[src/rtl/ssfault_pkg.sv]
package ssfault_pkg;

   typedef enum logic [2:0] {
      ST_IDLE   = 3'd0,
      ST_SOFT   = 3'd1,
      ST_RUN    = 3'd2,
      ST_OCOFF  = 3'd3,
      ST_UVWAIT = 3'd4,
      ST_LATCH  = 3'd5
   } seq_state_e;

   function automatic logic is_switching(seq_state_e s);
      return (s == ST_SOFT) || (s == ST_RUN);
   endfunction

endpackage

[src/rtl/ssf_ramp.sv]
module ssf_ramp #(
   parameter int CODE_W   = 10,
   parameter int TARGET   = 409,
   parameter int STEP_CYC = 8
) (
   input  logic              clk,
   input  logic              rst_n,
   input  logic              clear,
   output logic [CODE_W-1:0] code,
   output logic              at_target
);

   localparam logic [CODE_W-1:0] TGT = CODE_W'(TARGET);

   logic step;

   generate
      if (STEP_CYC == 1) begin : g_every_cycle
         assign step = 1'b1;
      end else begin : g_prescale
         localparam int PW = $clog2(STEP_CYC);
         localparam logic [PW-1:0] PMAX = PW'(STEP_CYC - 1);
         logic [PW-1:0] pre;
         always_ff @(posedge clk or negedge rst_n) begin
            if (!rst_n)          pre <= '0;
            else if (clear)      pre <= '0;
            else if (pre == PMAX) pre <= '0;
            else                 pre <= pre + 1'b1;
         end
         assign step = (pre == PMAX);
      end
   endgenerate

   always_ff @(posedge clk or negedge rst_n) begin
      if (!rst_n)                  code <= '0;
      else if (clear)              code <= '0;
      else if (step && code != TGT) code <= code + 1'b1;
   end

   assign at_target = (code == TGT);

endmodule

[src/rtl/ssf_hiccup.sv]
module ssf_hiccup #(
   parameter int DELAY_CYC = 4096
) (
   input  logic clk,
   input  logic rst_n,
   input  logic active,
   output logic expired
);

   localparam int TW = $clog2(DELAY_CYC + 1);
   localparam logic [TW-1:0] LAST = TW'(DELAY_CYC - 1);

   logic [TW-1:0] cnt;

   always_ff @(posedge clk or negedge rst_n) begin
      if (!rst_n)        cnt <= '0;
      else if (!active)  cnt <= '0;
      else if (!expired) cnt <= cnt + 1'b1;
   end

   assign expired = active && (cnt == LAST);

endmodule

[src/rtl/ssf_occnt.sv]
module ssf_occnt #(
   parameter int CNT_W = 3
) (
   input  logic             clk,
   input  logic             rst_n,
   input  logic             clear,
   input  logic             bump,
   output logic [CNT_W-1:0] count
);

   localparam logic [CNT_W-1:0] SAT = {CNT_W{1'b1}};

   always_ff @(posedge clk or negedge rst_n) begin
      if (!rst_n)                    count <= '0;
      else if (clear)                count <= '0;
      else if (bump && count != SAT) count <= count + 1'b1;
   end

endmodule

[src/rtl/ssfault_seq.sv]
module ssfault_seq
   import ssfault_pkg::*;
#(
   parameter int REF_W      = 10,
   parameter int REF_CODE   = 409,
   parameter int FULL_CODE  = 1023,
   parameter int STEP_CYC   = 8,
   parameter int HICCUP_CYC = 4096,
   parameter int OC_LIMIT   = 4,
   parameter int OCNT_W     = 3
) (
   input  logic             clk,
   input  logic             rst_n,
   input  logic             supply_ok,
   input  logic             shdn_n,
   input  logic             oc_flag,
   input  logic             uv_flag,
   input  logic             ov_flag,
   output logic [REF_W-1:0] ref_code,
   output logic             sw_en,
   output logic             fault_latched,
   output logic             force_low
);

   localparam logic [OCNT_W-1:0] OC_LAST = OCNT_W'(OC_LIMIT - 1);
   localparam logic [REF_W-1:0]  REF_VAL = REF_W'(REF_CODE);

   generate
      if (REF_CODE < 1 || REF_CODE > FULL_CODE) begin : g_bad_ref
         $error("REF_CODE must lie in 1..FULL_CODE");
      end
      if (FULL_CODE >= (1 << REF_W)) begin : g_bad_full
         $error("FULL_CODE does not fit in REF_W bits");
      end
      if (STEP_CYC < 1) begin : g_bad_step
         $error("STEP_CYC must be at least 1");
      end
      if (HICCUP_CYC < 2) begin : g_bad_hic
         $error("HICCUP_CYC must be at least 2");
      end
      if (OC_LIMIT < 1 || OC_LIMIT >= (1 << OCNT_W)) begin : g_bad_oc
         $error("OC_LIMIT must lie below the counter saturation value");
      end
   endgenerate

   seq_state_e        state_q, state_d;
   logic [REF_W-1:0]  ramp_code;
   logic              ramp_done;
   logic              hic_done;
   logic [OCNT_W-1:0] oc_count;
   logic              oc_bump;
   logic              oc_clear;
   logic              force_q;

   ssf_ramp #(
      .CODE_W   (REF_W),
      .TARGET   (REF_CODE),
      .STEP_CYC (STEP_CYC)
   ) u_ramp (
      .clk       (clk),
      .rst_n     (rst_n),
      .clear     (state_q != ST_SOFT),
      .code      (ramp_code),
      .at_target (ramp_done)
   );

   ssf_hiccup #(
      .DELAY_CYC (HICCUP_CYC)
   ) u_hiccup (
      .clk     (clk),
      .rst_n   (rst_n),
      .active  (state_q == ST_UVWAIT),
      .expired (hic_done)
   );

   assign oc_clear = !supply_ok || !shdn_n;

   ssf_occnt #(
      .CNT_W (OCNT_W)
   ) u_occnt (
      .clk   (clk),
      .rst_n (rst_n),
      .clear (oc_clear),
      .bump  (oc_bump),
      .count (oc_count)
   );

   always_comb begin
      state_d = state_q;
      oc_bump = 1'b0;
      if (!supply_ok || !shdn_n) begin
         state_d = ST_IDLE;
      end else begin
         unique case (state_q)
            ST_IDLE:   state_d = ST_SOFT;
            ST_SOFT: begin
               if (oc_flag) begin
                  oc_bump = 1'b1;
                  state_d = (oc_count >= OC_LAST) ? ST_LATCH : ST_OCOFF;
               end else if (ramp_done) begin
                  state_d = ST_RUN;
               end
            end
            ST_RUN: begin
               if (oc_flag) begin
                  oc_bump = 1'b1;
                  state_d = (oc_count >= OC_LAST) ? ST_LATCH : ST_OCOFF;
               end else if (uv_flag) begin
                  state_d = ST_UVWAIT;
               end
            end
            ST_OCOFF:  state_d = ST_SOFT;
            ST_UVWAIT: if (hic_done) state_d = ST_SOFT;
            ST_LATCH:  state_d = ST_LATCH;
            default:   state_d = ST_IDLE;
         endcase
      end
   end

   always_ff @(posedge clk or negedge rst_n) begin
      if (!rst_n) begin
         state_q <= ST_IDLE;
         force_q <= 1'b0;
      end else begin
         state_q <= state_d;
         force_q <= ov_flag && is_switching(state_d);
      end
   end

   always_comb begin
      unique case (state_q)
         ST_RUN:  ref_code = REF_VAL;
         ST_SOFT: ref_code = ramp_code;
         default: ref_code = '0;
      endcase
   end

   assign sw_en         = is_switching(state_q);
   assign fault_latched = (state_q == ST_LATCH);
   assign force_low     = force_q;

endmodule

[config.mk]
export PLATFORM = sky130hd
export DESIGN_NAME = ssfault_seq
export DESIGN_NICKNAME = d
export VERILOG_FILES = /design/src/rtl/ssfault_pkg.sv /design/src/rtl/ssf_ramp.sv /design/src/rtl/ssf_hiccup.sv /design/src/rtl/ssf_occnt.sv /design/src/rtl/ssfault_seq.sv
export SDC_FILE = /design/constraint.sdc
export NUM_CORES = 1
export LEC_CHECK = 0
export BUFFER_PORTS_ARGS = -buffer_cell sky130_fd_sc_hd__buf_2
export CORE_MARGIN = 5
export CORE_UTILIZATION = 55
export CTS_BUF_LIST = sky130_fd_sc_hd__clkbuf_8
export CTS_CLUSTER_SIZE = 8
export DETAILED_ROUTE_END_ITERATION = 8
export PLACE_DENSITY = 0.9
export SETUP_SLACK_MARGIN = 0.5
export SLEW_MARGIN = 20
export SYNTH_ARGS = -nofsm -noshare
export SYNTH_HDL_FRONTEND = slang
export SYNTH_SLANG_ARGS = --single-unit
[constraint.sdc]
create_clock -name clk -period 1.7 [get_ports clk]
set_clock_uncertainty 0.15 [all_clocks]
set_input_delay 0.255 -clock clk [delete_from_list [all_inputs] [get_ports clk]]
set_output_delay 0.255 -clock clk [all_outputs]
set_load 0.01 [all_outputs]
==> results.toml, run 1 <==
[outcome]
outcome = "did not finish"
failing_step = "global routing (5_1_grt)"
tool.error = "[ERROR GRT-0232] Routing congestion too high. Check the congestion heatmap in the GUI."

[logic_synthesis]
synthArstFlopShare_pct = 100
ys_seq_area_share_pct = 44.1
yosys-top-cells-count = "dfrtp_1 (33), nor2_1 (29), nand2_1 (14)"
yosysWarningCount = 0
synthCells = 194
synthTopCellsByArea = "dfrtp_1 (44%), nor2_1 (5.8%), ha_1 (5.3%)"
ys_ff_latch = 33
synth_area_mm2 = 0.00187
synth_cell_types = 43
post-synth-top-count-cell = "dfrtp_1"
yosys.area.top_type = "dfrtp_1"
syn_avg_cell_area_um2 = 9.66
synth_edf_count = 0
syn_nets = 209
synthFlopType = "dfrtp_1"
yosysTopAreaCellShare_pct = 44.1

[clock_network]
root_buffer = "clkbuf_8"
numCtsBuffers = 5
cts_max_level = 2
clk_path_buf_depth = 2
cts.sinks = 33

[die]
chipWidth_um = 68.4
ios = 20
initial_core_util_pct = 56.6
fp.dieH_um = 68.4
rows = 21

[placed_design]
gp_congestion = 0.874
dp_hpwl_um = 3420
place.port_buffers = 19

[sta]
postGrtWorstEndpoint = "ref_code[0]"
worst_endpoint_kind = "output port"

[global_routing]
grt_max_degree = 22
overflow = 30
grtUsageTotal_pct = 66.6
-- routing by layer --
layer / overflow / track usage, %
met1: 0 / 66.1
met2: 18 / 85.4
met3: 0 / 46.8
met4: 12 / 71.0
met5: 0 / 6.25
-- logic make-up after synthesis --
family / after synthesis / synth area share [%]
and+or+nand+nor: 98 / 29.9
AOI/OAI and AO/OA: 23 / 8.14
adders and majority gates: 8 / 5.34
buffers and inverters: 12 / 2.87
DFF: 33 / 44.1
muxes: 4 / 2.20
xor gates and xnor gates: 16 / 7.48
-- timing repair --
item,in CTS
setup endpoints to repair,45
gates resized for setup,43
cloned,0
hold endpoints to repair,19
pin swaps,49
hold buffers,1
setup buffers,18
-- per-stage QoR --
step / instances / TNS (ns) / cell area [um^2] / setup WS [ns]
after floorplan: 194 / -0.279 / 2060 / -0.0922
after global placement: 299 / -0.828 / 2500 / -0.118
after detailed placement: 299 / -1.33 / 2500 / -0.149
after CTS: 326 / -3.40 / 2940 / -0.227
==> inputs of run 2 (changes only) <==
--- a/config.mk
+++ b/config.mk
@@ -7,12 +7,9 @@
 export LEC_CHECK = 0
 export BUFFER_PORTS_ARGS = -buffer_cell sky130_fd_sc_hd__buf_2
 export CORE_MARGIN = 5
-export CORE_UTILIZATION = 55
-export CTS_BUF_LIST = sky130_fd_sc_hd__clkbuf_8
-export CTS_CLUSTER_SIZE = 8
+export CORE_UTILIZATION = 40
 export DETAILED_ROUTE_END_ITERATION = 8
-export PLACE_DENSITY = 0.9
-export SETUP_SLACK_MARGIN = 0.5
+export PLACE_DENSITY_LB_ADDON = 0.15
 export SLEW_MARGIN = 20
 export SYNTH_ARGS = -nofsm -noshare
 export SYNTH_HDL_FRONTEND = slang
==> constraint.sdc (replaced) <==
create_clock -name clk -period 2.2 [get_ports clk]
set_clock_uncertainty 0.15 [all_clocks]
set_input_delay 0.33 -clock clk [delete_from_list [all_inputs] [get_ports clk]]
set_output_delay 0.33 -clock clk [all_outputs]
set_load 0.01 [all_outputs]
==> run 2 against run 1 <==
The run now ends clean. Synthesized cell count is the same. Area after synthesis is the same.
==> results.toml, run 2 <==
[outcome]
outcome = "finished clean"

[logic_synthesis]
syn_avg_cell_area_um2 = 9.66
synthFlopType = "dfrtp_1"
synth_edf_count = 0
synthCells = 194
synthTopCellsByArea = "dfrtp_1 (44%), nor2_1 (5.8%), ha_1 (5.3%)"
ys_ff_latch = 33
synthArstFlopShare_pct = 100
yosysWarningCount = 0
syn_nets = 209
yosysTopAreaCellShare_pct = 44.1
synth_cell_types = 43
synth_area_mm2 = 0.00187
yosys-top-cells-count = "dfrtp_1 (33), nor2_1 (29), nand2_1 (14)"
post-synth-top-count-cell = "dfrtp_1"
ys_seq_area_share_pct = 44.1
yosys.area.top_type = "dfrtp_1"

[worst_setup_path]
start_kind = "flop"
critPathBufInv = 1
critPathSlowestCell = "dfrtp_1"
crit_arrival_ns = 1.58
worstRegToRegCells = 7
path_class = "flop to primary output"
end_kind = "primary output"
r2r_end = "force_low"
cp_cell_sequence = "and2b_1, nand2_1, a21oi_1, buf_2"
crit_path_max_incr_delay_ns = 0.46
cpLargestDelayFamily = "simple AND/OR/NAND/NOR gates"
path_max_fanout = 8
rrSetupSlack_ns = 0.18
required_ns = 1.72
rr_startpoint = "u_occnt.count[0]"
path_depth = 4

[finish]
diodes = 0
fillers = 450
stdcell_count = 274
drive_gt1_share_pct = 17.7
layout_common_cells = "dfrtp_1 (33), nor2_1 (29), buf_2 (19)"
top_regs = "u_hiccup.cnt (13), u_ramp.code (10)"
multi_input_area_um2 = 995
syn2layout_area_growth_pct = 14.2
seqCellArea_um2 = 826
fin_nets = 235
final_common_cell = "dfrtp_1"
top_register = "u_hiccup.cnt"
largest_register_ff_count = 13

[global_routing]
grt_max_degree = 34
grtUsageTotal_pct = 14.8
grt_pass1_wl_um = 7070
grt_pass1_vias = 1542
overflow = 0
antenna_found_initial = 0

[flow_run]
maxCapViolations = 0

[sta]
final.min_clock_period_ns = 2.06
finalSetupViolations = 0
fin_tns_setup_ns = 0
hold_viol_final = 0
holdWs_ns = 0.188
rsz0062_at_grt = "no"
slew_viol_final = 0
fin_crit_sh_pct = 93.4
max-slew-margin-rel_pct = 49.4
worst_pin_slew_ns = 0.759
fmax_mhz = 486

[placed_design]
gp_congestion = 0.800
dp_hpwl_um = 2930
place.port_buffers = 19
dpl.cell_count = 266

[min_path]
hold_depth = 2
holdCritStartpoint = "ov_flag"
hold-path-endpoint = "force_low"
hold_class = "primary input to flop"

[die]
fp.dieH_um = 78.5
initial_core_util_pct = 40.5
chipWidth_um = 78.5
die-area_mm2 = 0.00615
rows = 25
core_mm2 = 0.00463
ios = 20

[pwr]
power.density_mw_per_mm2 = 535
peakVddDrop_mv = 0.296
p_leak_nw = 0.979

[route]
dr_total_vias = 1482
drtPass1Iterations = 4
drt_iter0_markers = 87
drc = 0
drt-vias-per-instance = 5.41
wire_per_inst_um = 14.8
ant_nets = 0
drt-total-wl_um = 4050

[clock_network]
clk_path_buf_depth = 2
cts_repair_resize_count = 0
clk_pin_slew_worst_paths_ns = 0.06
tritoncts = "built"
cts.sinks = 33
root_buffer = "clkbuf_8"
clkLatencyLatePin_ns = 0.29
numCtsBuffers = 5
cts_max_level = 2
run 2: cell type report:
class / instances / share of cell area [%]
Multi-Input combinational cell: 149 / 46.5
Sequential cell: 33 / 38.6
Timing Repair Buffer: 25 / 6.67
Clock buffer: 7 / 4.04
Tap cell: 54 / 3.16
Inverter: 6 / 1.05
run 2: repair_timing:
action / CTS / global route
hold buffers: 1 / 0
hold endpoints to repair: 33 / 0
buffers inserted: 0 / 0
run 2: through the flow:
stage               util, %  setup WS, ns  power, mW  instance area [um^2]
floorplan                 -         0.298      0.658                  1870
global placement       44.1         0.247      0.690                  2040
detailed placement     44.1         0.189      0.693                  2040
CTS                    46.2         0.130       1.15                  2140
global route           46.2        0.0162       1.19                  2140
finish                 46.2         0.144       1.14                  2140
run 2: routing by layer:
metal / vias to the layer above / part of all wire [%] / track usage, %
li1: 723 / - / -
met1: 724 / 43 / 17.3
met2: 25 / 50 / 25.0
met3: 10 / 4.9 / 4.13
met4: 0 / 2.0 / 6.64
met5: - / 0 / 0
run 2: worst max-delay path by stage:
stage	from	end
floorplan	u_occnt.count[0]	force_low
global placement	u_occnt.count[0]	force_low
detailed placement	u_hiccup.cnt[0]	force_low
CTS	state_q[1]	ref_code[0]
global route	state_q[1]	ref_code[7]
finish	state_q[1]	ref_code[0]
run 2: cells by family after synthesis:
kind of cell / synth area share, %
AO/OA/AOI/OAI: 8.14
XOR/XNOR: 7.48
adder cells (fa/ha/maj): 5.34
buffers and inverters: 2.87
flip-flops: 44.1
multiplexers: 2.20
AND/OR/NAND/NOR: 29.9
run 2: worst reg2reg max path: stages (launching register included):
cell and delay [ns]:
dfrtp_1 0.41, ha_1 0.23, ha_1 0.18, nor2_1 0.12, a21boi_0 0.13, a311o_1 0.37
xor2_1 0.15, and4b_1 0.17
run 2: power breakdown:
group	leakage (nW)	switching, mW	internal, mW
sequential	0.458	0.00458	0.612
combinational	0.476	0.0402	0.0244
clock	0.0443	0.215	0.248
total	0.979	0.260	0.884
No activity file was read; power rests on OpenSTA's default activity.
==> inputs of run 3 (changes only) <==
--- a/config.mk
+++ b/config.mk
@@ -10,6 +10,7 @@
 export CORE_UTILIZATION = 40
 export DETAILED_ROUTE_END_ITERATION = 8
 export PLACE_DENSITY_LB_ADDON = 0.15
+export REMOVE_ABC_BUFFERS = 1
 export SLEW_MARGIN = 20
 export SYNTH_ARGS = -nofsm -noshare
 export SYNTH_HDL_FRONTEND = slang
==> run 3 against run 2 <==
Wire length down 6.5%. Hold slack better by 0.0041 ns. Die area unchanged. Critical path type is now flop to flop. Combinational power down 3.3%. Cell count down 0.36%. Final area down 0.35%. Register-to-register slack about the same. Sequential share of layout area up 0.14 points. Sequential power about the same. Clock-buffer cell count unchanged.
==> results.toml, run 3 (synthesis results as in run 2) <==
[sta]
fin_crit_sh_pct = 91.8
max-slew-margin-rel_pct = 49.9
fmax_mhz = 495
hold_viol_final = 0
slew_viol_final = 0
final.min_clock_period_ns = 2.02
rsz0062_at_grt = "no"
worst_pin_slew_ns = 0.751
holdWs_ns = 0.192
layout_setup_ws_ns = 0.180
finalSetupViolations = 0
fin_tns_setup_ns = 0

[clock_network]
tritoncts = "built"
root_buffer = "clkbuf_8"
cts_setup_buffers = 0
cts_max_level = 2
numCtsBuffers = 5
cts_repair_resize_count = 0
clkLatencyLatePin_ns = 0.28
cts.sinks = 33
clk_path_buf_depth = 2
clk_pin_slew_worst_paths_ns = 0.07
cts_hold_buf = 1

[route]
wire_per_inst_um = 13.9
drc = 0
ant_nets = 0
drt_iter0_markers = 39
drt-vias-per-instance = 5.23
drt-total-wl_um = 3780
dr_total_vias = 1427
drtPass1Iterations = 4

[finish]
diodes = 0
top_register = "u_hiccup.cnt"
top_regs = "u_hiccup.cnt (13), u_ramp.code (10)"
drive_gt1_share_pct = 17.4
layout_common_cells = "dfrtp_1 (33), nor2_1 (29), buf_2 (19)"
fillers = 458
fin_nets = 234
final_common_cell = "dfrtp_1"
syn2layout_area_growth_pct = 13.8
largest_register_ff_count = 13
fin_area_mm2 = 0.00213

[placed_design]
place.port_buffers = 19
dp_hpwl_um = 2760
gp_congestion = 0.804
dpl-instance-area_mm2 = 0.00204
pre_cts_ws_ns = 0.199

[die]
ios = 20
fp.dieH_um = 78.5
rows = 25
die-area_mm2 = 0.00615
initial_core_util_pct = 40.5
chipWidth_um = 78.5
core_mm2 = 0.00463

[worst_setup_path]
end_kind = "flop"
path_class = "flop to flop"
required_ns = 2.22
crit_arrival_ns = 2.04
path_max_fanout = 3
start_kind = "flop"

[outcome]
outcome = "finished clean"

[pwr]
power.density_mw_per_mm2 = 534
peakVddDrop_mv = 0.432
p_sw_uw = 254
total_power_mw = 1.14
intPower_uw = 884
power_frac_comb_pct = 5.5
pwr-share-clk_pct = 40.4
sw_frac_of_total_pct = 22.3
p_leak_nw = 0.975
power_frac_seq_pct = 54.2

[flow_run]
maxCapViolations = 0

[global_routing]
grt_pass1_wl_um = 6640
overflow = 0
grtUsageTotal_pct = 13.7
antenna_found_initial = 0
grt_max_degree = 34
grt_pass1_vias = 1518

[min_path]
hold_class = "primary input to flop"
## run 3: cell count changes in the layout (fill, tap and decap cells not counted)
| cell | change |
|---|---|
| buf_4 | -1 |
## run 3: final timing paths
check	from	end	slack (ns)	cells after the start
min in group asynchronous	rst_n	u_hiccup.cnt[12]	0.51	2
worst min-delay path	ov_flag	force_low	0.19	2
worst max register to register	u_occnt.count[0]	force_low	0.18	7
worst min register to register	u_ramp.g_prescale.pre[0]	u_ramp.g_prescale.pre[0]	0.30	1
max in group asynchronous	rst_n	u_hiccup.cnt[0]	0.90	2
worst max-delay path	u_occnt.count[0]	force_low	0.18	7
## run 3: per-layer routing
layer  up-vias  global-route usage (%)  share of wire, %
met5         -                       0                 0
met4         0                    5.94               2.0
met3         7                    4.24               3.8
met2        19                    23.7                50
met1       683                    15.5                44
li1        718                       -                 -
## run 3: metrics by stage
| step | utilization, % | cells |
|---|---|---|
| after floorplan | - | 188 |
| after global routing | 46.1 | 273 |
| after detailed placement | 44.0 | 265 |
| after CTS | 46.1 | 273 |
| after global placement | 44.0 | 265 |
| final | 46.1 | 273 |
## run 3: power groups by stage
stage | clock, mW | sequential (mW) | combinational (mW)
finish | 0.459 | 0.616 | 0.0624
global route | 0.510 | 0.616 | 0.0715
CTS | 0.474 | 0.616 | 0.0648
detailed placement | 0 | 0.628 | 0.0631
global placement | 0 | 0.627 | 0.0621
floorplan | 0 | 0.627 | 0.0297
## run 3: cell type report
cell class | count | area, um^2 | share of cell area (%)
Inverter | 6 | 22.5 | 1.06
Clock buffer | 7 | 86.3 | 4.05
Sequential cell | 33 | 826 | 38.7
Tap cell | 54 | 67.6 | 3.17
Timing Repair Buffer | 24 | 135 | 6.34
Multi-Input combinational cell | 149 | 995 | 46.7
## run 3: critical path, cell delays in order, from the launching register on
cell and delay [ns]:
dfrtp_1 0.41, ha_1 0.24, ha_1 0.18, nor2_1 0.12
a21boi_0 0.13, a311o_1 0.37, xor2_1 0.15, and4b_1 0.17
==> inputs of run 4 (changes only) <==
==> constraint.sdc (replaced) <==
create_clock -name clk -period 2 [get_ports clk]
set_clock_uncertainty 0.15 [all_clocks]
set_input_delay 0.3 -clock clk [delete_from_list [all_inputs] [get_ports clk]]
set_output_delay 0.3 -clock clk [all_outputs]
set_load 0.01 [all_outputs]
==> run 4 against run 3 <==
Die area did not move. Critical endpoint unchanged. Highest routed layer unchanged. Combinational power increased by 15%. Global-route usage grew 0.34 points.
==> results.toml, run 4 (synthesis results as in run 2) <==
[sta]
holdWs_ns = 0.154
fmax_mhz = 516
rsz0062_at_grt = "yes"
slew_viol_final = 0
fin_crit_sh_pct = 96.9
worst_pin_slew_ns = 0.736
finalSetupViolations = 0
final.min_clock_period_ns = 1.94
hold_viol_final = 0
max-slew-margin-rel_pct = 50.9
fin_tns_setup_ns = 0

[die]
core_mm2 = 0.00463
chipWidth_um = 78.5
fp.dieH_um = 78.5
rows = 25
die-area_mm2 = 0.00615
ios = 20
initial_core_util_pct = 40.5

[finish]
drive_gt1_share_pct = 22.8
top_regs = "u_hiccup.cnt (13), u_ramp.code (10)"
largest_register_ff_count = 13
top_register = "u_hiccup.cnt"
syn2layout_area_growth_pct = 17.4
stdcell_count = 282
diodes = 0
fin_nets = 242
layout_common_cells = "dfrtp_1 (33), nor2_1 (28), buf_2 (20)"
final_common_cell = "dfrtp_1"
fin_area_mm2 = 0.00220

[pwr]
p_leak_nw = 1.02
pwr-share-clk_pct = 38.8
p_sw_uw = 282
power_frac_comb_pct = 5.8
total_power_mw = 1.22
sw_frac_of_total_pct = 23.1
intPower_uw = 942
power.density_mw_per_mm2 = 556
peakVddDrop_mv = 0.326
power_frac_seq_pct = 55.4

[route]
drtPass1Iterations = 4
drt-total-wl_um = 4040
dr_total_vias = 1495
drt_iter0_markers = 48
wire_per_inst_um = 14.3
ant_nets = 0
drc = 0
drt-vias-per-instance = 5.30

[clock_network]
cts_max_level = 2
root_buffer = "clkbuf_8"
clk_path_buf_depth = 2
tritoncts = "built"
cts.sinks = 33
clkLatencyLatePin_ns = 0.28
clk_pin_slew_worst_paths_ns = 0.07
numCtsBuffers = 5

[global_routing]
grtUsageTotal_pct = 14.0
overflow = 0
antenna_found_initial = 0
grt_pass1_wl_um = 6890
grt_pass1_vias = 1576
grt_max_degree = 34

[worst_setup_path]
crit_path_max_incr_delay_ns = 0.41
critPathSlowestCell = "dfrtp_1"
path_class = "flop to flop"
rr_startpoint = "u_ramp.code[1]"
crit_arrival_ns = 1.96
critPathBufInv = 1
r2r_end = "force_low"
rrSetupSlack_ns = 0.06
required_ns = 2.02
worstRegToRegCells = 7
cp_cell_sequence = "inv_2, ha_1, and4bb_2, nand4_1, a311o_1, xor2_1, and4b_1"
start_kind = "flop"
cpLargestDelayFamily = "simple AND/OR/NAND/NOR gates"
path_max_fanout = 3
end_kind = "flop"

[min_path]
hold-path-endpoint = "force_low"
holdCritStartpoint = "ov_flag"
hold_class = "primary input to flop"
hold_depth = 2

[flow_run]
maxCapViolations = 0

[placed_design]
dp_hpwl_um = 2890
dpl-instance-area_mm2 = 0.00208
place.port_buffers = 19
gp_congestion = 0.821
dpl.cell_count = 271

[outcome]
outcome = "finished clean"
[run 4: cell types whose count changed in the layout (fill, tap and decap cells not counted), sizes merged]
cell / change
clkbuf: -1
buf: +8
clkinv: +2
[run 4: worst max-delay path by stage]
stage                     depth (start not counted)            start  slack (ns)   endpoint
after global routing                              7   u_ramp.code[1]       -0.04  force_low
after detailed placement                          7  u_hiccup.cnt[1]        0.02  force_low
after floorplan                                   6  u_hiccup.cnt[0]       -0.03  force_low
final                                             7   u_ramp.code[1]        0.06  force_low
after CTS                                         7  u_hiccup.cnt[1]       0.009  force_low
after global placement                            7   u_ramp.code[1]        0.06  force_low
[run 4: metrics by stage]
stage          worst slack, ns  utilization, %
2_1_floorplan          -0.0316               -
3_3_place_gp            0.0569            44.9
3_5_place_dp            0.0218            44.9
4_1_cts                0.00887            46.9
5_1_grt                -0.0385            47.5
6_report                0.0628            47.5
[run 4: per-layer routing]
layer	global-route usage (%)	wire, um	part of all wire (%)
met1	16.4	1730	43
met2	24.2	2110	52
met3	4.47	136	3.4
met4	4.72	55	1.4
met5	0	0	0
[run 4: final cells by class]
| class | count | area [um^2] |
|---|---|---|
| tap | 54 | 67.6 |
| fill | 452 | 2430 |
| inverter | 6 | 22.5 |
| multi-input combinational | 149 | 1010 |
| timing repair buffer | 32 | 196 |
| clock inverter | 2 | 10.0 |
| clock buffer | 6 | 72.6 |
| sequential | 33 | 826 |
[run 4: timing repair]
item,CTS,global route
setup endpoints to repair,1,12
pin swaps,0,3
hold buffers,1,0
setup buffers,0,1
gates resized for setup,1,6
endpoints found under the hold margin,33,0
cloned,0,1
[run 4: worst register-to-register path, delay by kind of cell, from the launching register on]
| kind | cells | cell delay [ns] |
|---|---|---|
| DFF | 1 | 0.41 |
| and+or+nand+nor | 3 | 0.54 |
| adders and majority gates | 1 | 0.14 |
| buffers and inverters | 1 | 0.08 |
| AOI/OAI and AO/OA | 1 | 0.36 |
| xor gates and xnor gates | 1 | 0.15 |
[run 4: power by group through the flow]
stage	Combinational, mW	Clock, mW	Sequential [mW]
global placement	0.0695	0	0.690
floorplan	0.0327	0	0.690
detailed placement	0.0712	0	0.690
global route	0.0816	0.540	0.678
finish	0.0715	0.475	0.678
CTS	0.0732	0.500	0.677
